## src/rtl/i2c_blkreg_pkg.sv

```systemverilog
package i2c_blkreg_pkg;

    // 7-bit target address; the write byte is 0xD2 and the read byte 0xD3
    localparam logic [6:0] TARGET_ADDR7 = 7'h69;

    typedef enum logic [2:0] {
        ST_IDLE,
        ST_RX,
        ST_ACK,
        ST_TX,
        ST_TX_ACK,
        ST_HOLD
    } link_state_e;

    typedef enum logic [1:0] {
        RX_ADDR,
        RX_INDEX,
        RX_COUNT,
        RX_DATA
    } rx_kind_e;

    typedef struct packed {
        logic scl;
        logic sda;
        logic start;
        logic stop;
        logic scl_rise;
        logic scl_fall;
    } bus_evt_t;

    typedef struct packed {
        logic       en;
        logic [7:0] idx;
        logic [7:0] data;
    } reg_wr_t;

    function automatic logic addr_hit(input logic [7:0] b);
        return b[7:1] == TARGET_ADDR7;
    endfunction

    function automatic logic [7:0] idx_step(input logic [7:0] i);
        return (i == 8'hFF) ? i : i + 8'd1;
    endfunction

endpackage

```

## src/rtl/i2c_bus_sync.sv

```systemverilog
module i2c_bus_sync
    import i2c_blkreg_pkg::*;
#(
    parameter int STAGES = 2
) (
    input  logic     clk,
    input  logic     rst,
    input  logic     scl_i,
    input  logic     sda_i,
    output bus_evt_t evt_o
);

    logic [STAGES-1:0] scl_q;
    logic [STAGES-1:0] sda_q;
    logic              scl_d;
    logic              sda_d;
    logic              scl_s;
    logic              sda_s;

    always_ff @(posedge clk) begin
        if (rst) begin
            scl_q <= '1;
            sda_q <= '1;
            scl_d <= 1'b1;
            sda_d <= 1'b1;
        end else begin
            scl_q <= {scl_q[STAGES-2:0], scl_i};
            sda_q <= {sda_q[STAGES-2:0], sda_i};
            scl_d <= scl_q[STAGES-1];
            sda_d <= sda_q[STAGES-1];
        end
    end

    assign scl_s = scl_q[STAGES-1];
    assign sda_s = sda_q[STAGES-1];

    always_comb begin
        evt_o.scl      = scl_s;
        evt_o.sda      = sda_s;
        evt_o.start    = scl_s & scl_d & sda_d & ~sda_s;
        evt_o.stop     = scl_s & scl_d & ~sda_d & sda_s;
        evt_o.scl_rise = scl_s & ~scl_d;
        evt_o.scl_fall = ~scl_s & scl_d;
    end

endmodule

```

## src/rtl/i2c_reg_bank.sv

```systemverilog
module i2c_reg_bank
    import i2c_blkreg_pkg::*;
#(
    parameter int                    NUM_REGS    = 16,
    parameter int                    COUNT_IDX   = 8,
    parameter int                    ID_LO_IDX   = 6,
    parameter int                    ID_HI_IDX   = 7,
    parameter logic [7:0]            COUNT_RESET = 8'h0F,
    parameter logic [7:0]            ID_LO_VAL   = 8'h01,
    parameter logic [7:0]            ID_HI_VAL   = 8'h00,
    parameter logic [NUM_REGS*8-1:0] RESET_VALS  = '0
) (
    input  logic                  clk,
    input  logic                  rst,
    input  reg_wr_t               wr_i,
    input  logic [7:0]            rd_idx_i,
    output logic [7:0]            rd_data_o,
    output logic [7:0]            count_o,
    output logic [NUM_REGS*8-1:0] regs_o
);

    for (genvar i = 0; i < NUM_REGS; i++) begin : g_reg
        if (i == ID_LO_IDX) begin : g_id_lo
            assign regs_o[i*8 +: 8] = ID_LO_VAL;
        end else if (i == ID_HI_IDX) begin : g_id_hi
            assign regs_o[i*8 +: 8] = ID_HI_VAL;
        end else begin : g_rw
            localparam logic [7:0] RV = (i == COUNT_IDX) ? COUNT_RESET
                                                         : RESET_VALS[i*8 +: 8];
            logic [7:0] q;
            always_ff @(posedge clk) begin
                if (rst) begin
                    q <= RV;
                end else if (wr_i.en && wr_i.idx == 8'(i)) begin
                    q <= wr_i.data;
                end
            end
            assign regs_o[i*8 +: 8] = q;
        end
    end

    always_comb begin
        rd_data_o = 8'h00;
        for (int i = 0; i < NUM_REGS; i++) begin
            if (rd_idx_i == 8'(i)) begin
                rd_data_o = regs_o[i*8 +: 8];
            end
        end
    end

    assign count_o = regs_o[COUNT_IDX*8 +: 8];

endmodule

```

## src/rtl/i2c_link_fsm.sv

```systemverilog
module i2c_link_fsm
    import i2c_blkreg_pkg::*;
#(
    parameter int NUM_REGS = 16
) (
    input  logic       clk,
    input  logic       rst,
    input  bus_evt_t   evt_i,
    input  logic [7:0] rd_data_i,
    input  logic [7:0] count_i,
    output logic [7:0] rd_idx_o,
    output reg_wr_t    wr_o,
    output logic       sda_oe_o
);

    link_state_e state;
    rx_kind_e    kind;
    logic [7:0]  shreg;
    logic [2:0]  bitcnt;
    logic        byte_done;
    logic        is_read;
    logic [7:0]  idx;
    logic [7:0]  remain;
    logic        ctrl_nack;

    assign rd_idx_o = idx;

    always_ff @(posedge clk) begin
        if (rst) begin
            state     <= ST_IDLE;
            kind      <= RX_ADDR;
            shreg     <= '0;
            bitcnt    <= '0;
            byte_done <= 1'b0;
            is_read   <= 1'b0;
            idx       <= '0;
            remain    <= '0;
            ctrl_nack <= 1'b0;
            sda_oe_o  <= 1'b0;
            wr_o      <= '0;
        end else begin
            wr_o.en <= 1'b0;
            if (evt_i.start) begin
                state     <= ST_RX;
                kind      <= RX_ADDR;
                bitcnt    <= '0;
                byte_done <= 1'b0;
                sda_oe_o  <= 1'b0;
            end else if (evt_i.stop) begin
                state     <= ST_IDLE;
                byte_done <= 1'b0;
                sda_oe_o  <= 1'b0;
            end else begin
                unique case (state)
                    ST_RX: begin
                        if (evt_i.scl_rise) begin
                            shreg  <= {shreg[6:0], evt_i.sda};
                            bitcnt <= bitcnt + 3'd1;
                            if (bitcnt == 3'd7) byte_done <= 1'b1;
                        end else if (evt_i.scl_fall && byte_done) begin
                            byte_done <= 1'b0;
                            unique case (kind)
                                RX_ADDR: begin
                                    if (addr_hit(shreg)) begin
                                        is_read  <= shreg[0];
                                        kind     <= RX_INDEX;
                                        sda_oe_o <= 1'b1;
                                        state    <= ST_ACK;
                                    end else begin
                                        state <= ST_HOLD;
                                    end
                                end
                                RX_INDEX: begin
                                    idx      <= shreg;
                                    kind     <= RX_COUNT;
                                    sda_oe_o <= 1'b1;
                                    state    <= ST_ACK;
                                end
                                RX_COUNT: begin
                                    remain   <= shreg;
                                    kind     <= RX_DATA;
                                    sda_oe_o <= 1'b1;
                                    state    <= ST_ACK;
                                end
                                RX_DATA: begin
                                    if (remain != 8'd0) begin
                                        remain    <= remain - 8'd1;
                                        wr_o.en   <= (int'(idx) < NUM_REGS);
                                        wr_o.idx  <= idx;
                                        wr_o.data <= shreg;
                                        idx       <= idx_step(idx);
                                        sda_oe_o  <= 1'b1;
                                        state     <= ST_ACK;
                                    end else begin
                                        state <= ST_HOLD;
                                    end
                                end
                                default: state <= ST_HOLD;
                            endcase
                        end
                    end
                    ST_ACK: begin
                        if (evt_i.scl_fall) begin
                            bitcnt <= '0;
                            if (is_read) begin
                                shreg    <= count_i;
                                sda_oe_o <= ~count_i[7];
                                state    <= ST_TX;
                            end else begin
                                sda_oe_o <= 1'b0;
                                state    <= ST_RX;
                            end
                        end
                    end
                    ST_TX: begin
                        if (evt_i.scl_rise) begin
                            bitcnt <= bitcnt + 3'd1;
                            if (bitcnt == 3'd7) byte_done <= 1'b1;
                        end else if (evt_i.scl_fall) begin
                            if (byte_done) begin
                                byte_done <= 1'b0;
                                sda_oe_o  <= 1'b0;
                                state     <= ST_TX_ACK;
                            end else begin
                                shreg    <= {shreg[6:0], 1'b0};
                                sda_oe_o <= ~shreg[6];
                            end
                        end
                    end
                    ST_TX_ACK: begin
                        if (evt_i.scl_rise) begin
                            ctrl_nack <= evt_i.sda;
                        end else if (evt_i.scl_fall) begin
                            bitcnt <= '0;
                            if (ctrl_nack) begin
                                sda_oe_o <= 1'b0;
                                state    <= ST_HOLD;
                            end else begin
                                shreg    <= rd_data_i;
                                sda_oe_o <= ~rd_data_i[7];
                                idx      <= idx_step(idx);
                                state    <= ST_TX;
                            end
                        end
                    end
                    default: begin
                        sda_oe_o <= 1'b0;
                    end
                endcase
            end
        end
    end

endmodule

```

## src/rtl/i2c_blkreg_target.sv

```systemverilog
module i2c_blkreg_target
    import i2c_blkreg_pkg::*;
#(
    parameter int                    NUM_REGS    = 16,
    parameter int                    COUNT_IDX   = 8,
    parameter int                    ID_LO_IDX   = 6,
    parameter int                    ID_HI_IDX   = 7,
    parameter logic [7:0]            COUNT_RESET = 8'h0F,
    parameter logic [3:0]            VENDOR_ID   = 4'h1,
    parameter logic [3:0]            REV_ID      = 4'h2,
    parameter logic [7:0]            DEVICE_ID   = 8'h5A,
    parameter logic [NUM_REGS*8-1:0] RESET_VALS  = '0
) (
    input  logic                  clk,
    input  logic                  rst,
    input  logic                  scl_i,
    input  logic                  sda_i,
    output logic                  sda_oe_o,
    output logic [NUM_REGS*8-1:0] regs_o
);

    localparam logic [7:0] ID_LO_VAL = {REV_ID, VENDOR_ID};

    bus_evt_t   bus_evt;
    reg_wr_t    reg_wr;
    logic [7:0] rd_idx;
    logic [7:0] rd_data;
    logic [7:0] count_val;

    i2c_bus_sync #(.STAGES(2)) u_sync (
        .clk   (clk),
        .rst   (rst),
        .scl_i (scl_i),
        .sda_i (sda_i),
        .evt_o (bus_evt)
    );

    i2c_link_fsm #(.NUM_REGS(NUM_REGS)) u_fsm (
        .clk       (clk),
        .rst       (rst),
        .evt_i     (bus_evt),
        .rd_data_i (rd_data),
        .count_i   (count_val),
        .rd_idx_o  (rd_idx),
        .wr_o      (reg_wr),
        .sda_oe_o  (sda_oe_o)
    );

    i2c_reg_bank #(
        .NUM_REGS    (NUM_REGS),
        .COUNT_IDX   (COUNT_IDX),
        .ID_LO_IDX   (ID_LO_IDX),
        .ID_HI_IDX   (ID_HI_IDX),
        .COUNT_RESET (COUNT_RESET),
        .ID_LO_VAL   (ID_LO_VAL),
        .ID_HI_VAL   (DEVICE_ID),
        .RESET_VALS  (RESET_VALS)
    ) u_bank (
        .clk       (clk),
        .rst       (rst),
        .wr_i      (reg_wr),
        .rd_idx_i  (rd_idx),
        .rd_data_o (rd_data),
        .count_o   (count_val),
        .regs_o    (regs_o)
    );

endmodule

```

## config.mk

```make
export PLATFORM = sky130hd
export DESIGN_NAME = i2c_blkreg_target
export DESIGN_NICKNAME = d
export VERILOG_FILES = /design/src/rtl/i2c_blkreg_pkg.sv /design/src/rtl/i2c_bus_sync.sv /design/src/rtl/i2c_reg_bank.sv /design/src/rtl/i2c_link_fsm.sv /design/src/rtl/i2c_blkreg_target.sv
export SDC_FILE = /design/constraint.sdc
export NUM_CORES = 1
export LEC_CHECK = 0
export BUFFER_PORTS_ARGS = -buffer_cell sky130_fd_sc_hd__buf_2
export CORE_MARGIN = 1.5
export CORE_UTILIZATION = 60
export CTS_BUF_LIST = sky130_fd_sc_hd__clkbuf_4
export DETAILED_ROUTE_END_ITERATION = 10
export PLACE_DENSITY_LB_ADDON = 0.1
export SLEW_MARGIN = 10
export SYNTH_ARGS = -nofsm -noshare
export SYNTH_HDL_FRONTEND = slang
export SYNTH_HIERARCHICAL = 1
export SYNTH_SLANG_ARGS = --single-unit
```

## constraint.sdc

```tcl
create_clock -name clk -period 3.3 [get_ports clk]
set_clock_uncertainty 0.15 [all_clocks]
set_input_delay 0.66 -clock clk [delete_from_list [all_inputs] [get_ports clk]]
set_output_delay 0.66 -clock clk [all_outputs]
set_load 0.01 [all_outputs]
```

==> impl_results.md <==
- Worst-Skew Late Latency: 580 ps
- CP endpoint kind: flip-flop
- CP Launch Type: flip-flop
- Status: finished clean
- DRC: 0
- Largest net degree at the start of global routing: 94
- Chip width: 127 µm
- ANT nets after route: 0
- Die Area: 16,000 µm²
- P_int: 2.57 mW
- First-pass GRT wire length: 45.2 mm
- Fill count: 1,334
- PostCTS Resize Cnt: 0
- Initial antenna violation count: 1
- Hold Buf Count CTS: 0
- Max Fclk: 336 MHz
- YS warnings: 6
- Data arrival, critical path: 3310 ps
- Worst hold start: sda_i
- CP required: 3630 ps
- Hold worst-path end: u_sync/sda_q[0]
- Kind of critical path: flip-flop to flip-flop
- Drt pass-1 iters: 5
- Slew of the pin with the lowest slew margin: 953 ps
- Area of the multi-input gates: 5170 µm²
- Final instance area: 10,100 µm²
- Logic pwr share: 3.0%
- Fin util: 66.7%
- DPL Wire Length: 19.2 mm
- Switch Pwr: 0.894 mW
- Overflow after GRT: 0
- P&R area growth vs syn: 9.58%
- Share of cells above drive strength 1: 18.7%
- Hold depth: 2
- Max Cap Viol: 0
- RSZ-0062 raised after global routing: false
- DR iter-0 viols: 1,147
- Root buffer cell: clkbuf_4
- Min cycle time layout: 2980 ps
- Via count: 8,854
- Total Power: 3.46 mW
- Synthesized area: 9180 µm²
- Wirelength per Cell: 20.5 µm
- Initial core utilization: 60.8%
- Final setup viols: 0
- Placeable Area: 15,100 µm²
- Final nets: 1,199
- Final setup TNS: 0 ps
- Syn Inst Count: 1,115
- FF-to-FF path depth: 8
- Worst min path class: primary input to flip-flop
- Peak VDD IR: 0.328 mV
- CTS tree: yes
- Placed cells: 1,354
- Hold Violations, Final: 0
- Total GRT Usage: 35.7%
- Syn avg cell area: 8.23 µm²
- Drt total wl: 28.5 mm
- # port buffers: 116
- Final RePlAce weighted congestion: 0.962
- Relative slew slack: 36.4%
- I/O pin count: 133
- Vias per cell: 6.38
- Clock power share: 37.0%
- Clock slew at reported path FFs: 140 ps
- FF+latch area: 3420 µm²
- H-tree Lvls: 4
- Period utilisation layout: 90.3%
- CP Max Fanout: 10
- Final Slew Violations: 0
- Row count: 45
- Worst R2R Start: u_fsm/rd_idx_o[5]
- Clk sinks: 171
- Placed Area: 9750 µm²
- Reg power frac: 60.0%
- LEAKAGE: 3.74 nW
- Crit path launch: u_fsm/rd_idx_o[5]
- R2R Setup Slk: 320 ps
- CTS buffer count: 17
- Pwr dens: 344 nW/µm²
- Finished Layout Cells: 1,388
- Vias in the first global route: 8,243
- CTS Buffer Depth: 2
- Die Ht: 127 µm
- Post-CTS repair timing setup buffer count: 0
- Reg-to-reg endpoint: u_fsm/shreg[1]
- Switching share of power: 25.8%
==> layout by cell type (no fill, tap or decap), types with 6 or more instances in the layout <==
| cell | n |
|---|---|
| a31oi_1 | 6 |
| o32ai_1 | 6 |
| and2_1 | 6 |
| o21ai_1 | 14 |
| nor2b_1 | 16 |
| mux2i_1 | 70 |
| nand3_1 | 85 |
| o221ai_1 | 9 |
| o211ai_1 | 17 |
| buf_2 | 115 |
| a21oi_1 | 125 |
| mux2_2 | 7 |
| nand4_1 | 6 |
| o22ai_1 | 9 |
| nor3_1 | 24 |
| conb_1 | 16 |
| inv_1 | 16 |
| nand2_1 | 128 |
| mux4_2 | 10 |
| clkbuf_4 | 18 |
| nand2b_1 | 10 |
| or2_1 | 6 |
| o41ai_1 | 10 |
| nor4_1 | 7 |
| ha_1 | 10 |
| a2111oi_0 | 8 |
| o21ai_0 | 23 |
| buf_4 | 32 |
| dfxtp_1 | 170 |
| o22a_1 | 7 |
| nor2_1 | 101 |
==> power groups by stage <==
stage	Combinational [mW]	Clock [mW]	Sequential [mW]
6_report	0.104	1.28	2.08
5_1_grt	0.113	1.39	2.08
4_1_cts	0.101	1.29	2.08
3_5_place_dp	0.101	0	2.12
3_3_place_gp	0.102	0	2.12
2_1_floorplan	0.0935	0	2.12
==> registers in the layout, summed over array words and instances (netlist names) <==
register	cells
u_bank/g.g_rw.q	104
u_fsm/wr_o	17
u_bank/count_o	8
u_fsm/rd_idx_o	8
u_fsm/remain	8
u_fsm/shreg	8
u_fsm/bitcnt	3
u_fsm/state	3
u_fsm/kind	2
u_sync/scl_q	2
u_sync/sda_q	2
u_fsm/byte_done	1
u_fsm/ctrl_nack	1
u_fsm/is_read	1
u_fsm/sda_oe_o	1
u_sync/scl_d	1
u_sync/sda_d	1
==> per-stage QoR <==
stage / setup slack (ps) / hold WS (ps)
after floorplan: 747 / 233
after global placement: 496 / 241
after detailed placement: 409 / 241
after CTS: 373 / 77.4
after global routing: 187 / 64.6
final: 320 / 106
==> how the worst max path moves through the flow <==
| stage | end | slack [ps] | cells after the start |
|---|---|---|---|
| 2_1_floorplan | u_fsm/shreg[2] | 750 | 9 |
| 3_3_place_gp | u_fsm/shreg[4] | 500 | 8 |
| 3_5_place_dp | u_fsm/shreg[1] | 410 | 8 |
| 4_1_cts | u_fsm/shreg[1] | 370 | 8 |
| 5_1_grt | u_fsm/shreg[4] | 190 | 8 |
| 6_report | u_fsm/shreg[1] | 320 | 8 |
==> worst max-delay path, stage by stage (launching register included) <==
cell,delay [ps]
dfxtp_1,400
or4_1,760
nor2_1,340
a31oi_1,130
a221o_1,360
o221ai_1,200
o22a_1,180
o221ai_1,110
o41ai_1,240
==> routing by layer <==
metal	vias up	global-route usage, %	wire length (µm)
met3	86	6.50	2100
met5	-	0	0
met4	0	15.9	1160
li1	4134	-	-
met1	4194	46.9	11800
met2	440	57.8	13400
==> final cells by class <==
type                       count  area share (%)
antenna                        2          0.0498
timing repair buffer         149            8.51
clock buffer                  18            1.34
tap                          188            2.34
sequential                   171            34.0
clock inverter                14            1.63
multi-input combinational    827            51.4
inverter                      19           0.709
Power figures use the tool's default switching activity.
